<file path="src/rtl/alu16_flags.sv">
module alu16_flags #(
  parameter int W = 16,
  parameter bit REG_FLAGS = 1'b1
) (
  input  logic         clk,
  input  logic         rst_n,
  input  logic [2:0]   op,
  input  logic         byte_mode,
  input  logic [W-1:0] dst,
  input  logic [W-1:0] src,
  input  logic [W-1:0] sr_in,
  output logic [W-1:0] res,
  output logic         res_we,
  output logic [W-1:0] sr_out,
  output logic [W-1:0] sr_q
);
  localparam int BB = 8;
  localparam int CB = 0;
  localparam int ZB = 1;
  localparam int NB = 2;
  localparam int VB = 8;

  localparam logic [2:0] OP_ADD  = 3'd0;
  localparam logic [2:0] OP_ADDC = 3'd1;
  localparam logic [2:0] OP_SUB  = 3'd2;
  localparam logic [2:0] OP_CMP  = 3'd3;
  localparam logic [2:0] OP_AND  = 3'd4;
  localparam logic [2:0] OP_OR   = 3'd5;
  localparam logic [2:0] OP_XOR  = 3'd6;

  logic is_sub, is_arith, is_logic, cin;
  logic [W-1:0] b_eff, raw;
  logic [W:0]   sum_w;
  logic [BB:0]  sum_b;
  logic         f_n, f_z, f_c, f_v, a_s, b_s;

  assign is_sub   = (op == OP_SUB) || (op == OP_CMP);
  assign is_arith = (op == OP_ADD) || (op == OP_ADDC) || is_sub;
  assign is_logic = (op == OP_AND) || (op == OP_OR) || (op == OP_XOR);
  assign cin      = (op == OP_ADDC) ? sr_in[CB] : is_sub;
  assign b_eff    = is_sub ? ~src : src;

  assign sum_w = {1'b0, dst} + {1'b0, b_eff} + {{W{1'b0}}, cin};
  assign sum_b = {1'b0, dst[BB-1:0]} + {1'b0, b_eff[BB-1:0]} + {{BB{1'b0}}, cin};

  always_comb begin
    unique case (op)
      OP_AND:  raw = dst & src;
      OP_OR:   raw = dst | src;
      OP_XOR:  raw = dst ^ src;
      default: raw = is_arith ? {sum_w[W-1:BB], sum_b[BB-1:0]} : '0;
    endcase
  end

  assign res    = byte_mode ? {{(W-BB){1'b0}}, raw[BB-1:0]} : raw;
  assign res_we = (is_arith || is_logic) && (op != OP_CMP);

  assign a_s = byte_mode ? dst[BB-1]   : dst[W-1];
  assign b_s = byte_mode ? b_eff[BB-1] : b_eff[W-1];
  assign f_n = byte_mode ? raw[BB-1]   : raw[W-1];
  assign f_z = byte_mode ? (raw[BB-1:0] == '0) : (raw == '0);
  assign f_c = is_logic ? ~f_z : (byte_mode ? sum_b[BB] : sum_w[W]);
  assign f_v = is_arith && (a_s == b_s) && (f_n != a_s);

  always_comb begin
    sr_out = sr_in;
    if (is_arith || is_logic) begin
      sr_out[CB] = f_c;
      sr_out[ZB] = f_z;
      sr_out[NB] = f_n;
      sr_out[VB] = f_v;
    end
  end

  generate
    if (REG_FLAGS) begin : g_reg
      always_ff @(posedge clk or negedge rst_n) begin
        if (!rst_n) sr_q <= '0;
        else        sr_q <= sr_out;
      end
    end else begin : g_comb
      assign sr_q = sr_out;
    end
  endgenerate
endmodule


</file>
<file path="config.mk">
export PLATFORM = sky130hd
export DESIGN_NAME = alu16_flags
export DESIGN_NICKNAME = d
export VERILOG_FILES = /design/src/rtl/alu16_flags.sv
export SDC_FILE = /design/constraint.sdc
export NUM_CORES = 1
export LEC_CHECK = 0
export CAP_MARGIN = 10
export CORE_MARGIN = 2
export CORE_UTILIZATION = 45
export CTS_CLUSTER_DIAMETER = 40
export DETAILED_ROUTE_END_ITERATION = 8
export PLACE_DENSITY = 0.88
export SYNTH_ARGS = -nofsm -noshare
export SYNTH_HDL_FRONTEND = slang
export SYNTH_SLANG_ARGS = --single-unit
</file>
<file path="constraint.sdc">
create_clock -name clk -period 6.9 [get_ports clk]
set_input_delay 1.38 -clock clk [delete_from_list [all_inputs] [get_ports clk]]
set_output_delay 1.38 -clock clk [all_outputs]
set_load 0.05 [all_outputs]
</file>
# After elaboration in Yosys (flattened, before gate mapping)
# Index checks and enable logic that the tools add are counted.
[totals] regBits=16 in_bits=54 output_inout_bits=49
[classes] add_sub_neg=4 n_eq_ne=9 n_mux=13 n_bitwise=5 n_reduce_logical=12
[op_table] cell="2-to-1 mux 16 bit" n=3
[op_table] cell="case mux 16 bit (3 select lines)" n=1
[op_table] cell="adder 16 x 16 -> 17 bit" n=1
[op_table] cell="adder 17 x 1 -> 17 bit" n=1
[op_table] cell="bitwise AND 16 bit" n=1
[op_table] cell="zero test 16 bit" n=1
[op_table] cell="NOT 16 bit" n=1
[op_table] cell="bitwise OR 16 bit" n=1
[op_table] cell="XOR 16 bit" n=1
[op_table] cell="adder 8 x 8 -> 9 bit" n=1
[op_table] cell="adder 9 x 1 -> 9 bit" n=1
[op_table] cell="== test 3 bit (second input constant)" n=3
[op_table] cell="zero test 8 bit" n=1
[op_table] cell="2-to-1 mux 1 bit" n=8
[op_table] cell="== test 3 x 2 -> 1 bit (second input constant)" n=2
[op_table] cell="logical OR 1 bit" n=6
[op_table] cell="== test 3 x 1 -> 1 bit (second input constant)" n=1
[op_table] cell="logical AND 1 bit" n=3
[op_table] cell="zero test 3 bit" n=1
[op_table] cell="2-to-1 mux 3 bit" n=1
[op_table] cell="!= test 3 x 2 -> 1 bit (second input constant)" n=1
[op_table] cell="== test 1 bit" n=1
[op_table] cell="!= test 1 bit" n=1
[op_table] cell="NOT 1 bit" n=1

# Longest topological paths before layout
[depth] ltp_word=12 depth_mapped=15

# Worst setup path after synthesis
# Ideal clock, no wire load.
[synth_path] kind="input port to output port" start="in op[2]" end="out sr_out[0]" arrival_ns=6.278 required_time_ns=5.520 setup_slack_ns=-0.758 cell_stages=14 path_buffers=2 cell_sequence="buf_2 clkinv_1 nand2_1 clkbuf_1 xnor2_1 ha_1 and4_1 a21boi_1 nor3_1 o31ai_1 nor4b_1 nand4_1 o21ai_1 o21ai_0"
[synth_between] elab_chain_cells=12
[synth_lines] element="start: declaration" line="7" source="input logic [2:0] op,"
[synth_lines] element="== test 3 x 2 -> 1 bit" line="37" source="assign is_sub = (op == OP_SUB) || (op == OP_CMP);"
[synth_lines] element="logical OR 1 bit" line="37"
[synth_lines] element="2-to-1 mux 16 bit" line="41" source="assign b_eff = is_sub ? ~src : src;"
[synth_lines] element="adder 16 x 16 -> 17 bit or adder 8 x 8 -> 9 bit (tied branches)" line="43, 44"
[synth_lines] element="adder 17 x 1 -> 17 bit or adder 9 x 1 -> 9 bit (tied branches)" line="43, 44"
[synth_lines] element="2-to-1 mux 16 bit" line="51" source="default: raw = is_arith ? {sum_w[W-1:BB], sum_b[BB-1:0]} : '0;"
[synth_lines] element="case mux 16 bit (3 select lines)" line="47" source="unique case (op)"
[synth_lines] element="zero test 16 bit or zero test 8 bit (tied branches)" line="61" source="assign f_z = byte_mode ? (raw[BB-1:0] == '0) : (raw == '0);"
[synth_lines] element="2-to-1 mux 1 bit" line="61"
[synth_lines] element="NOT 1 bit" line="62" source="assign f_c = is_logic ? ~f_z : (byte_mode ? sum_b[BB] : sum_w[W]);"
[synth_lines] element="2-to-1 mux 1 bit" line="62"
[synth_lines] element="2-to-1 mux 3 bit (*)" line="67" source="if (is_arith || is_logic) begin"
[synth_lines] element="end: declaration" line="14" source="output logic [W-1:0] sr_out,"
# Every way passes the cells marked *; elsewhere a longest branch is shown, timed or not.

# Final worst setup path
[layout_path] start="in op[2]" end="out sr_out[1]"
[layout_between] elab_chain_cells=10
[layout_lines] element="== test 3 x 2 -> 1 bit" line="37"
[layout_lines] element="logical OR 1 bit" line="37"
[layout_lines] element="2-to-1 mux 16 bit" line="41"
[layout_lines] element="adder 16 x 16 -> 17 bit or adder 8 x 8 -> 9 bit (tied branches)" line="43, 44"
[layout_lines] element="adder 17 x 1 -> 17 bit or adder 9 x 1 -> 9 bit (tied branches)" line="43, 44"
[layout_lines] element="2-to-1 mux 16 bit" line="51"
[layout_lines] element="case mux 16 bit (3 select lines)" line="47"
[layout_lines] element="zero test 16 bit or zero test 8 bit (tied branches)" line="61"
[layout_lines] element="2-to-1 mux 1 bit" line="61"
[layout_lines] element="2-to-1 mux 3 bit (*)" line="67"
# Marks and branches as above.

==> flow_summary.json <==
{
  "die_h_um": 83.3,
  "dieArea_um2": 6940,
  "relSlewSlack_pct": 53.2,
  "wirelength_mm": 9.14,
  "finalMaxSlewViolations": 0,
  "synth_warnings": 0,
  "drt_first_pass_iters": 7,
  "die_w_um": 83.3,
  "path_depth": 15,
  "grt_pass1_vias": 3111,
  "gp_congestion": 0.884,
  "worst_pin_slew_ns": 0.700,
  "crit_path_end_kind": "primary output",
  "rsz0062_at_grt": "no",
  "hpwl_mm": 7.43,
  "syn_area_um2": 2830,
  "rows": 28,
  "cts_resized": 0,
  "clock_sinks": 16,
  "whs_ns": 1.54,
  "synth-edff-count": 0,
  "largestRegisters": "sr_q x16",
  "status": "complete, no violations",
  "worst_slack_ns": 0.216,
  "leakage_nw": 1.89,
  "nNetsFinal": 553,
  "min_period_over_period_pct": 96.9,
  "grt_pass1_wl_mm": 14.8,
  "synth_cell_types": 64,
  "seq_area_frac_synth_pct": 14.1,
  "min_period_ns": 6.68,
  "largest_register": "sr_q",
  "drc": 0,
  "drive_gt1_share_pct": 9.60,
  "startpoint": "op[2]",
  "maxCapViolations": 0,
  "crit_required_ns": 5.52,
  "htreeDepth": 1,
  "slowest_stage": "clkdlybuf4s50_1",
  "coreArea_um2": 5990,
  "routed_via_density": 5.87,
  "numCtsBuffers": 3,
  "irDropWorstVdd_mv": 0.147,
  "path_clk_slew_ns": 0.06,
  "cp_cell_sequence": "clkdlybuf4s50_1 -> clkinv_1 -> nand2_1 -> xnor2_1 -> fa_1 -> fa_1 -> a211o_1 -> a211o_1 -> a2111oi_4 -> o21bai_1 -> a31oi_1 -> o2111ai_1 -> o21ai_1 -> mux2_2 -> buf_12",
  "slowest_delay_ns": 0.52,
  "setup_viol": 0,
  "cts_hold_buf": 0,
  "powerDensity_nw_per_um2": 161,
  "area_delta_synth_final_pct": 43.6,
  "pre_cts_ws_ns": 0.343,
  "clockBufferDepth": 2,
  "syn_avg_cell_area_um2": 7.78,
  "io_buffers": 102,
  "critPathLaunchType": "input port",
  "grt.overflow.total": 0,
  "syn_inst": 364,
  "synth_nets": 468,
  "ys.flop_type": "dfrtp_1",
  "cts_tree": "yes",
  "grt_use_total_pct": 25.8,
  "n_antenna_cell": 0,
  "post_cts_buffers": 0,
  "synth_async_sr_flop_share_pct": 100,
  "worstPathArrival_ns": 5.30,
  "crit_fanout": 3,
  "hold_path.class": "in2async",
  "wl_per_cell_um": 17.5,
  "start_util_pct": 47.2,
  "ant_nets": 0,
  "vias": 3070,
  "grt_antenna_before_repair": 0,
  "final.setup.tns_ns": 0,
  "synth-seq-cells": 16,
  "drtIter0Drc": 181,
  "crit_type": "in2out",
  "max_freq_mhz": 150,
  "path_buf_inv": 3,
  "hold_violations": 0,
  "grt_max_degree": 37,
  "root_buffer": "clkbuf_8",
  "largest_reg_flops": 16,
  "num_io_pins": 103,
  "crit_family": "compound AO/OA/AOI/OAI gates"
}
==> cells in the mapped netlist, types with 2 or more instances <==
cell        n  area, um2
a21o_1      8       60.1
fa_1        2       40.0
o31ai_1     2       15.0
nand2_1    26       97.6
o2111ai_1   2       17.5
nor4b_1     3       26.3
a22oi_1     3       22.5
nand4_1     2       12.5
o21a_1      5       37.5
nor3_1      5       25.0
a21oi_1    19       95.1
and2_1      4       25.0
xnor2_1    19        166
o21ai_0    19       95.1
clkbuf_1    7       26.3
a211oi_1    5       37.5
nand4b_1    2       17.5
o21ai_1     2       10.0
a221o_1     3       30.0
nand3_1     5       25.0
buf_2       8       40.0
nor3b_1     2       15.0
buf_4      13       97.6
nor2_1     28        105
o21bai_1    2       15.0
dfrtp_1    16        400
a31oi_1     5       31.3
xor2_1      2       17.5
a211o_1     3       26.3
a21o_2      2       17.5
and3_1      6       37.5
and4_1      2       17.5
o211ai_1    3       22.5
mux2_2      2       22.5
nand2b_1    3       18.8
ha_1       48        601
a31o_2      2       17.5
mux2i_1     4       40.0
a221oi_1    3       26.3
inv_1      43        161
==> cell families after synthesis <==
family | count (synthesis) | share of synthesized area, %
adders and majority gates | 50 | 22.6
muxes | 6 | 2.21
AOI/OAI and AO/OA | 104 | 26.3
and+or+nand+nor | 94 | 16.5
DFF | 16 | 14.1
buffers and inverters | 73 | 11.8
xor gates and xnor gates | 21 | 6.50
==> stage by stage <==
| step | power (W) | cell area (um2) | utilization [%] | cells |
|---|---|---|---|---|
| floorplan | 0.000388 | 2840 | - | 364 |
| global placement | 0.000555 | 4010 | 66.9 | 519 |
| detailed placement | 0.000566 | 4010 | 66.9 | 519 |
| CTS | 0.000651 | 4070 | 67.9 | 523 |
| global route | 0.000687 | 4070 | 67.9 | 523 |
| finish | 0.000653 | 4070 | 67.9 | 523 |
==> placed cells by master (no fill, tap or decap), types with 5 or more instances in the layout <==
cell | netlist | routed
o21ai_0 | 19 | 18
a21oi_1 | 19 | 19
o21a_1 | 5 | 5
a21o_1 | 8 | 8
a211oi_1 | 5 | 5
nand2_1 | 26 | 26
nor2_1 | 28 | 28
buf_12 | 0 | 18
dfrtp_1 | 16 | 16
nand3_1 | 5 | 5
nor3_1 | 5 | 5
inv_1 | 43 | 43
a31oi_1 | 5 | 5
clkdlybuf4s50_1 | 0 | 82
buf_4 | 13 | 9
and3_1 | 6 | 6
ha_1 | 48 | 48
xnor2_1 | 19 | 19
==> layout make-up <==
| type | instances | area, um2 |
|---|---|---|
| inverter | 44 | 165 |
| fill | 463 | 1930 |
| tap | 75 | 93.8 |
| clock buffer | 4 | 55.1 |
| timing repair buffer | 109 | 1250 |
| multi-input combinational | 275 | 2100 |
| sequential | 16 | 400 |
==> power by group <==
group / total, W / switching (W) / internal [W]
clock network: 0.0000834 / 0.0000327 / 0.0000507
registers: 0.000102 / 0.00000237 / 0.000100
logic: 0.000467 / 0.000271 / 0.000196
==> metal layers <==
metal  up-vias  global-route usage (%)  part of all wire [%]
met5         -                       0                     0
li1       1441                       -                     -
met4         0                    12.4                   2.7
met3        24                    4.37                   6.8
met2       147                    49.6                    53
met1      1458                    26.8                    37
==> worst max path at each step <==
stage,end,slack [ns]
4_1_cts,sr_out[1],0.28
6_report,sr_out[1],0.22
5_1_grt,sr_out[1],0.03
3_5_place_dp,sr_out[1],0.34
2_1_floorplan,sr_out[8],0.05
3_3_place_gp,sr_out[1],0.43
No activity file was read; power rests on OpenSTA's default activity.
